<file path="config.mk">
export PLATFORM = sky130hd
export DESIGN_NAME = cfg_logic_cell
export DESIGN_NICKNAME = d
export VERILOG_FILES = /design/src/rtl/cfg_cell_pkg.sv /design/src/rtl/cfg_cell_store.sv /design/src/rtl/cfg_cell_sel.sv /design/src/rtl/cfg_cell_lut.sv /design/src/rtl/cfg_logic_cell.sv
export SDC_FILE = /design/constraint.sdc
export NUM_CORES = 1
export LEC_CHECK = 0
export BUFFER_PORTS_ARGS = -buffer_cell sky130_fd_sc_hd__clkbuf_2
export CORE_UTILIZATION = 68
export DETAILED_ROUTE_END_ITERATION = 6
export PLACE_DENSITY = 0.95
export RECOVER_POWER = 50
export SKIP_LAST_GASP = 1
export SLEW_MARGIN = 5
export SYNTH_ARGS = -nofsm -noshare
export SYNTH_HDL_FRONTEND = slang
export SYNTH_SLANG_ARGS = --single-unit
export TNS_END_PERCENT = 30
</file>
<file path="constraint.sdc">
create_clock -name clk_i -period 11.6 [get_ports clk_i]
set_clock_uncertainty 0.1 [all_clocks]
set_input_delay 2.32 -clock clk_i [delete_from_list [all_inputs] [get_ports clk_i]]
set_output_delay 2.32 -clock clk_i [all_outputs]
set_load 0.05 [all_outputs]
</file>
<file path="src/rtl/cfg_cell_pkg.sv">
`timescale 1ns/1ps
package cfg_cell_pkg;
  parameter int unsigned N_LEAF    = 9;
  parameter int unsigned REC_BYTES = 12;
  parameter int unsigned LUT_K     = 4;
  parameter int unsigned CASC_LEAF = 7;

  localparam int unsigned SEL_W   = 4;
  localparam int unsigned IDX_W   = $clog2(REC_BYTES);
  localparam int unsigned REC_W   = REC_BYTES * 8;
  localparam int unsigned TT_W    = 1 << LUT_K;
  localparam int unsigned TT_B    = TT_W / 8;
  localparam int unsigned N_SEL   = 2 * LUT_K + 1;
  // byte offsets of truth tables, derived from selector packing
  localparam int unsigned TT_A_SINGLE = 1;
  localparam int unsigned TT_A_CASC   = 1 + (2 * LUT_K * SEL_W) / 8;
  localparam int unsigned TT_B_CASC   = TT_A_CASC + TT_B;
  localparam int unsigned TT_A_MUX    = 1 + (N_SEL * SEL_W + 7) / 8;
  localparam int unsigned TT_B_MUX    = TT_A_MUX + TT_B;

  localparam logic [7:0] CT_SINGLE  = 8'd0;
  localparam logic [7:0] CT_CASCADE = 8'd1;
  localparam logic [7:0] CT_MUX     = 8'd2;

  localparam logic [SEL_W-1:0] SEL_ZERO  = SEL_W'(0);
  localparam logic [SEL_W-1:0] SEL_ONE   = SEL_W'(1);
  localparam logic [SEL_W-1:0] SEL_LEAF0 = SEL_W'(2);
  localparam logic [SEL_W-1:0] SEL_FB    = SEL_W'(2 + CASC_LEAF);
  localparam logic [SEL_W-1:0] SEL_CMAX  = SEL_W'(2 + CASC_LEAF - 1);
  localparam logic [SEL_W-1:0] SEL_LMAX  = SEL_W'(2 + N_LEAF - 1);

  function automatic logic [SEL_W-1:0] sel_at(input logic [REC_W-1:0] rec, input int n);
    return rec[8 + SEL_W*n +: SEL_W];
  endfunction

  function automatic logic [TT_W-1:0] tt_at(input logic [REC_W-1:0] rec, input int b);
    return rec[8*b +: TT_W];
  endfunction

  function automatic logic rec_ok(input logic [REC_W-1:0] rec);
    logic ok;
    logic [SEL_W-1:0] s;
    ok = 1'b1;
    case (rec[7:0])
      CT_SINGLE: ok = 1'b1;
      CT_CASCADE: begin
        for (int n = 0; n < 2*LUT_K; n++) begin
          s = sel_at(rec, n);
          if (n < LUT_K) begin
            if (s > SEL_CMAX) ok = 1'b0;
          end else if (s > SEL_FB) ok = 1'b0;
        end
      end
      CT_MUX: begin
        for (int n = 0; n < N_SEL; n++) begin
          s = sel_at(rec, n);
          if (s > SEL_LMAX) ok = 1'b0;
        end
      end
      default: ok = 1'b0;
    endcase
    return ok;
  endfunction
endpackage

</file>
<file path="src/rtl/cfg_cell_store.sv">
`timescale 1ns/1ps
module cfg_cell_store
  import cfg_cell_pkg::*;
(
  input  logic             clk_i,
  input  logic             rst_ni,
  input  logic             we_i,
  input  logic [IDX_W-1:0] idx_i,
  input  logic [7:0]       byte_i,
  input  logic             done_i,
  output logic [REC_W-1:0] act_o,
  output logic             act_ok_o,
  output logic             err_o
);
  logic [REC_BYTES-1:0][7:0] stage_q, stage_d, act_q;
  logic act_ok_q, err_q, next_ok;

  for (genvar b = 0; b < REC_BYTES; b++) begin : g_byte
    assign stage_d[b] = (we_i && idx_i == IDX_W'(b)) ? byte_i : stage_q[b];
    always_ff @(posedge clk_i or negedge rst_ni) begin
      if (!rst_ni) stage_q[b] <= '0;
      else         stage_q[b] <= stage_d[b];
    end
  end

  assign next_ok = rec_ok(stage_d);

  always_ff @(posedge clk_i or negedge rst_ni) begin
    if (!rst_ni) begin
      act_q    <= '0;
      act_ok_q <= 1'b0;
      err_q    <= 1'b0;
    end else if (done_i) begin
      act_q    <= stage_d;
      act_ok_q <= next_ok;
      err_q    <= err_q | ~next_ok;
    end
  end

  assign act_o    = act_q;
  assign act_ok_o = act_ok_q;
  assign err_o    = err_q;
endmodule

</file>
<file path="src/rtl/cfg_cell_sel.sv">
`timescale 1ns/1ps
module cfg_cell_sel
  import cfg_cell_pkg::*;
(
  input  logic [SEL_W-1:0]  code_i,
  input  logic [N_LEAF-1:0] leaf_i,
  input  logic              fb_i,
  input  logic              fb_en_i,
  output logic              bit_o
);
  logic [SEL_W-1:0] li;
  assign li = code_i - SEL_LEAF0;

  always_comb begin
    bit_o = 1'b0;
    if (code_i == SEL_ONE)                                bit_o = 1'b1;
    else if (code_i == SEL_ZERO)                          bit_o = 1'b0;
    else if (fb_en_i && code_i == SEL_FB)                 bit_o = fb_i;
    else if (code_i >= SEL_LEAF0 && code_i <= SEL_LMAX)   bit_o = leaf_i[li];
  end
endmodule

</file>
<file path="src/rtl/cfg_cell_lut.sv">
`timescale 1ns/1ps
module cfg_cell_lut
  import cfg_cell_pkg::*;
(
  input  logic [TT_W-1:0]  tt_i,
  input  logic [LUT_K-1:0] in_i,
  output logic             out_o
);
  assign out_o = tt_i[in_i];
endmodule

</file>
<file path="src/rtl/cfg_logic_cell.sv">
`timescale 1ns/1ps
module cfg_logic_cell
  import cfg_cell_pkg::*;
(
  input  logic              clk_i,
  input  logic              rst_ni,
  input  logic [N_LEAF-1:0] leaf_i,
  input  logic              cfg_we_i,
  input  logic [IDX_W-1:0]  cfg_idx_i,
  input  logic [7:0]        cfg_byte_i,
  input  logic              cfg_done_i,
  output logic              out_o,
  output logic              cfg_err_o
);
  logic [REC_W-1:0] rec;
  logic             rec_ok_q;
  logic [7:0]       ct;
  logic [LUT_K-1:0] a_sel, a_in, b_in;
  logic [TT_W-1:0]  tt_a, tt_b;
  logic             a_out, b_out, m_sel, res;

  cfg_cell_store u_store (
    .clk_i   (clk_i),
    .rst_ni  (rst_ni),
    .we_i    (cfg_we_i),
    .idx_i   (cfg_idx_i),
    .byte_i  (cfg_byte_i),
    .done_i  (cfg_done_i),
    .act_o   (rec),
    .act_ok_o(rec_ok_q),
    .err_o   (cfg_err_o)
  );

  assign ct = rec[7:0];

  for (genvar i = 0; i < LUT_K; i++) begin : g_in
    cfg_cell_sel u_sel_a (
      .code_i (sel_at(rec, i)),
      .leaf_i (leaf_i),
      .fb_i   (1'b0),
      .fb_en_i(1'b0),
      .bit_o  (a_sel[i])
    );
    // single-table form wires leaves straight to the inputs
    assign a_in[i] = (ct == CT_SINGLE) ? leaf_i[i] : a_sel[i];
    cfg_cell_sel u_sel_b (
      .code_i (sel_at(rec, LUT_K + i)),
      .leaf_i (leaf_i),
      .fb_i   (a_out),
      .fb_en_i(ct == CT_CASCADE),
      .bit_o  (b_in[i])
    );
  end

  cfg_cell_sel u_sel_m (
    .code_i (sel_at(rec, 2*LUT_K)),
    .leaf_i (leaf_i),
    .fb_i   (1'b0),
    .fb_en_i(1'b0),
    .bit_o  (m_sel)
  );

  always_comb begin
    case (ct)
      CT_CASCADE: begin tt_a = tt_at(rec, TT_A_CASC); tt_b = tt_at(rec, TT_B_CASC); end
      CT_MUX:     begin tt_a = tt_at(rec, TT_A_MUX);  tt_b = tt_at(rec, TT_B_MUX);  end
      default:    begin tt_a = tt_at(rec, TT_A_SINGLE); tt_b = '0; end
    endcase
  end

  cfg_cell_lut u_lut_a (.tt_i(tt_a), .in_i(a_in), .out_o(a_out));
  cfg_cell_lut u_lut_b (.tt_i(tt_b), .in_i(b_in), .out_o(b_out));

  always_comb begin
    case (ct)
      CT_SINGLE:  res = a_out;
      CT_CASCADE: res = b_out;
      CT_MUX:     res = m_sel ? b_out : a_out;
      default:    res = 1'b0;
    endcase
  end

  assign out_o = rec_ok_q & res;
endmodule

</file>
## Word-level counts from Yosys, hierarchy flattened

Index checks and enable logic that the tools add are counted.

| storage, ports and cells | value |
|---|---|
| output and inout port bits | 2 |
| bits in registers | 162 |
| input port bits | 25 |
| logic and storage cells | 230 |

| operators by class | value |
|---|---|
| reduce and logical (&&, ||, !) cells | 35 |
| muxes and demuxes | 89 |
| equality and inequality tests | 26 |
| $add $sub $neg | 9 |
| magnitude comparators | 46 |
| bitwise gates (word level) | 3 |

Operators with widths:

| operator | count |
|---|---|
| 2-to-1 mux 8 bit | 10 |
| greater-than comparator 4 bit, second input constant | 17 |
| 2-to-1 mux 1 bit | 64 |
| case mux 16 bit (2 select lines) | 2 |
| less-than comparator 4 x 5 -> 1 bit, second input constant | 11 |
| binary-select mux 1 bit (select 4 bit) | 11 |
| equality test 4 x 1 -> 1 bit, second input constant | 10 |
| zero test 4 bit | 10 |
| >= comparator 4 x 2 -> 1 bit, second input constant | 9 |
| less-or-equal comparator 4 bit, second input constant | 9 |
| subtractor 4 x 2 -> 4 bit, second input constant | 9 |
| equality test 4 bit, second input constant | 6 |
| logical AND 1 bit | 23 |
| equality test 4 x 3 -> 1 bit, second input constant | 4 |
| equality test 8 x 1 -> 1 bit, second input constant | 2 |
| equality test 8 x 2 -> 1 bit, second input constant | 2 |
| zero test 8 bit | 2 |
| equality test 4 x 2 -> 1 bit, second input constant | 2 |
| case mux 1 bit (3 select lines) | 2 |
| bitwise AND 1 bit | 1 |
| inverter 1 bit | 1 |
| bitwise OR 1 bit | 1 |

## Depth between registers and ports, before layout

| depth | value |
|---|---|
| depth in word-level cells | 17 |
| depth in mapped cells | 16 |
| gate-level depth less buffers | 14 |

## Modules after synthesis

From an unflattened synthesis, not the netlist that was laid out.

| unflattened totals | value |
|---|---|
| cell total of the unflattened synthesis | 820 |
| area total of the unflattened synthesis | 10030.9 um^2 |

By module, submodules not included:

| module | times used | sequential area each (um^2) | area each (um^2) | cells an instance |
|---|---|---|---|---|
| cfg_cell_store | 1 | 4854.7 | 7653.6 | 502 |
| cfg_cell_sel | 9 | 0.0 | 142.6 | 18 |
| cfg_logic_cell | 1 | 0.0 | 823.3 | 142 |
| cfg_cell_lut | 2 | 0.0 | 135.1 | 7 |

## Worst setup path before layout

No wires, ideal clock.

| path | value |
|---|---|
| kind | input to output |
| start | in leaf_i[1] |
| end | out out_o |
| data required time | 9.180 ns |
| stages | 13 |
| slack | 3.617 ns |
| arrival time | 5.563 ns |
| path buffers | 1 |
| cells stage by stage | clkbuf_1 mux4_2 nor3b_1 a211oi_1 o22a_1 or3_2 a21oi_1 a2111o_1 nor2_1 o211a_1 or3_1 a2111oi_0 a2111o_1 |

| between the ends | value |
|---|---|
| longest elaborated chain between the ends | 16 |
| elaborated cells on any way between the ends | 60 |
| classes of those cells | mux: 59; bitwise: 1 |

RTL lines:

| item | RTL line | text |
|---|---|---|
| start, declared | cfg_logic_cell.sv:7 | `input logic [N_LEAF-1:0] leaf_i,` |
| binary-select mux 1 bit (select 4 bit) | cfg_cell_sel.sv:19 | `else if (code_i >= SEL_LEAF0 && code_i <= SEL_LMAX) bit_o = leaf_i[li];` |
| 2-to-1 mux 1 bit (not written as such) | cfg_cell_sel.sv:19 |  |
| 2-to-1 mux 1 bit | cfg_cell_sel.sv:19 |  |
| 2-to-1 mux 1 bit | cfg_cell_sel.sv:17 | `else if (code_i == SEL_ZERO) bit_o = 1'b0;` |
| 2-to-1 mux 1 bit | cfg_cell_sel.sv:16 | `if (code_i == SEL_ONE) bit_o = 1'b1;` |
| 2-to-1 mux 1 bit | cfg_logic_cell.sv:45 | `assign a_in[i] = (ct == CT_SINGLE) ? leaf_i[i] : a_sel[i];` |
| binary-select mux 1 bit (select 4 bit) | cfg_cell_lut.sv:9 | `assign out_o = tt_i[in_i];` |
| 2-to-1 mux 1 bit (not written as such) | cfg_cell_lut.sv:9 |  |
| 2-to-1 mux 1 bit | cfg_cell_sel.sv:18 | `else if (fb_en_i && code_i == SEL_FB) bit_o = fb_i;` |
| 2-to-1 mux 1 bit | cfg_cell_sel.sv:17 |  |
| 2-to-1 mux 1 bit | cfg_cell_sel.sv:16 |  |
| binary-select mux 1 bit (select 4 bit) | cfg_cell_lut.sv:9 |  |
| 2-to-1 mux 1 bit (not written as such) | cfg_cell_lut.sv:9 |  |
| 2-to-1 mux 1 bit | cfg_logic_cell.sv:78 | `CT_MUX: res = m_sel ? b_out : a_out;` |
| case mux 1 bit (3 select lines) * | cfg_logic_cell.sv:75 | `case (ct)` |
| bitwise AND 1 bit * | cfg_logic_cell.sv:83 | `assign out_o = rec_ok_q & res;` |
| end, declared | cfg_logic_cell.sv:12 | `output logic out_o,` |

Every way passes the cells marked *; elsewhere a longest branch is shown, timed or not. The select of a mux whose other input is x is not followed.

## Final worst setup path

| path | value |
|---|---|
| start | in leaf_i[4] |
| end | out out_o |

Same word-level chain as after synthesis.

==> impl_metrics.ini <==
[drt]
routedWlPerCell_um = 23.3
first_iter_violations = 1070
first_pass_iters = 6
finalWirelength_um = 24700
viasPerCell = 6.90
drc_errors = 0
postRouteAntennaNets = 0
vias = 7303

[cells_and_area]
multiInputGateArea_um2 = 4440
nNetsFinal = 916
syn_to_final_growth_pct = 6.86
seqCellArea_um2 = 4060
drive_gt1_share_pct = 15.9
final_cell_count_no_fill = 1059
fill_cells = 796
n_antenna_cell = 0
fin_area_um2 = 9740

[setup_path]
startpoint_type = input port
worstPathRequired_ns = 9.18
arrival_ns = 6.37
crit_fanout = 12
crit_type = input port to output pin
worst_setup_path_end_kind = output pin
reg2reg_depth = 7

[synth]
ys_types = 81
synth_edf_count = 0
synth_top_area_share_pct = 44.5
ys_dominant_reg_cell = dfrtp_1
ys_top_cells_by_count = dfrtp_1 (162), inv_1 (84), nor2_1 (82)
ys_seq_area_share_pct = 44.5
ys_async_sr_fraction_pct = 100
synth-seq-cells = 162
synth_top_cells_by_area = dfrtp_1 (44%), mux2_2 (8.6%), mux2i_1 (6.5%), inv_1 (3.5%), mux4_2 (3.5%)
synth_area_per_cell_um2 = 10.3
yosysWarnings = 0
syn_area_um2 = 9110
netlist_instances = 884
yosysMostFrequentCell = dfrtp_1
syn-num-nets = 926
synth_area_leader_cell = dfrtp_1

[pwr]
p_leak_nw = 4.56
p_per_area_nw_per_um2 = 191
ir_drop_uv = 237

[die]
die_height_um = 118
io_pins = 27
core_area_um2 = 12800
design.die.area_um2 = 13900
die_w_um = 118
start_util_pct = 71.1
num_rows = 41

[sta]
tightest_slew_ns = 4.64
slew_viol_final = 230
setup_tns_ns = 0
grt_setup_unrepaired = no
post-route-period-util_pct = 75.8
finalCriticalPeriod_ns = 8.79
setup_viol = 0
timing_hold_violations_final = 0
max_freq_mhz = 114
slew_headroom_pct = -209

[placement]
hpwl_um = 16500
gp_congestion = 0.983
post_dp_cell_area_um2 = 9220
post-place-cells = 1027
port_buffers = 26

[grt]
grt_pass1_vias = 7174
grt_max_degree = 90
overflow = 0
grt_pass1_wl_um = 38800
antenna_found_initial = 0
grt_use_total_pct = 37.0

[clock_tree]
cts_tree = yes
insertion_delay_ns = 0.43
cts_resized = 0
path_clk_slew_ns = 0.06
htreeDepth = 4
ctsHoldBuffers = 0
cts_inserted_buffers = 17
cts.sink_count = 162
clk_path_buf_depth = 2
postCtsSetupRepairBufs = 0
cts_root_buffer = clkbuf_16

[flow_run]
maxCapViolations = 3

[run_status]
failed_checks = capacitance limit, slew limit
status = finished with violations

[hold_path]
hold_depth = 1
min_path_type = flip-flop to flip-flop
## area by class of cell
class,count,share of cell area [%]
repair buffers,32,1.61
multi-input cells,577,45.6
inverters,84,3.24
clock inverters,13,1.07
flip-flops and latches,162,41.6
well taps,172,2.21
clock buffers,19,4.65
## critical path, stage by stage
cell	delay, ns
clkbuf_2	0.17
mux4_1	0.54
mux2_2	0.29
o22ai_2	0.15
a31oi_2	0.31
mux2_2	0.37
o2bb2ai_1	0.12
a2111o_1	0.42
o31ai_4	0.52
mux2i_1	0.18
mux2i_1	0.22
mux2i_1	0.10
a2111o_1	0.41
clkbuf_2	0.25
## metrics by stage
stage | util, % | setup WS (ns) | power [mW] | hold slack [ns]
after floorplan | - | 3.62 | 1.17 | 0.366
after global placement | 71.9 | 3.10 | 1.27 | 0.352
after detailed placement | 71.9 | 2.86 | 1.31 | 0.358
after CTS | 76.2 | 2.86 | 1.84 | 0.373
after global routing | 75.9 | 2.66 | 1.93 | 0.395
final | 75.9 | 2.81 | 1.86 | 0.374
## cells in the final DEF, fill, tap and decap left out, drive strengths merged, types with 9 or more instances in the layout
cell type / instances
a21oi: 59
a22oi: 16
clkbuf: 48
dfrtp: 162
ha: 17
inv: 88
mux2: 70
mux2i: 59
mux4: 16
nand2: 46
nand3: 9
nor2: 83
nor3: 12
o21ai: 33
o22ai: 11
## path summary, 6_finish.rpt
kind / start / end / slack [ns]
worst max-delay path: leaf_i[4] / out_o / 2.81
worst min-delay path: u_store.err_o / u_store.err_o / 0.37
worst max register to register: u_store.stage_q[18] / u_store.err_o / 9.35
worst min register to register: u_store.err_o / u_store.err_o / 0.37
max in group asynchronous: rst_ni / u_store.act_o[1] / 5.17
min in group asynchronous: rst_ni / u_store.act_o[32] / 3.44
## power by group
part | switching, mW | total [mW] | internal, mW
sequential | 0.116 | 0.802 | 0.687
combinational | 0.306 | 0.529 | 0.224
clock | 0.242 | 0.531 | 0.288
## layer usage
layer,GRT usage (%),up-vias,routed length (µm)
met5,0,-,0
met1,47.1,3559,9210
met3,10.3,110,2600
met2,57.7,470,11600
li1,-,3164,-
met4,19.5,0,1250
## registers in the layout (all words and copies together) (netlist names)
signal / flops
u_store.act_ok_o: 1
u_store.stage_q: 80
u_store.err_o: 1
u_store.act_o: 80
## cells by family after synthesis
kind of cell | after synthesis | share of synthesized area (%)
compound gates | 204 | 15.8
xor+xnor | 7 | 0.673
fa+ha+maj | 17 | 2.33
buf+inv | 145 | 6.80
flops | 162 | 44.5
mux | 145 | 19.2
simple gates | 204 | 10.7
Power figures use the tool's default switching activity.
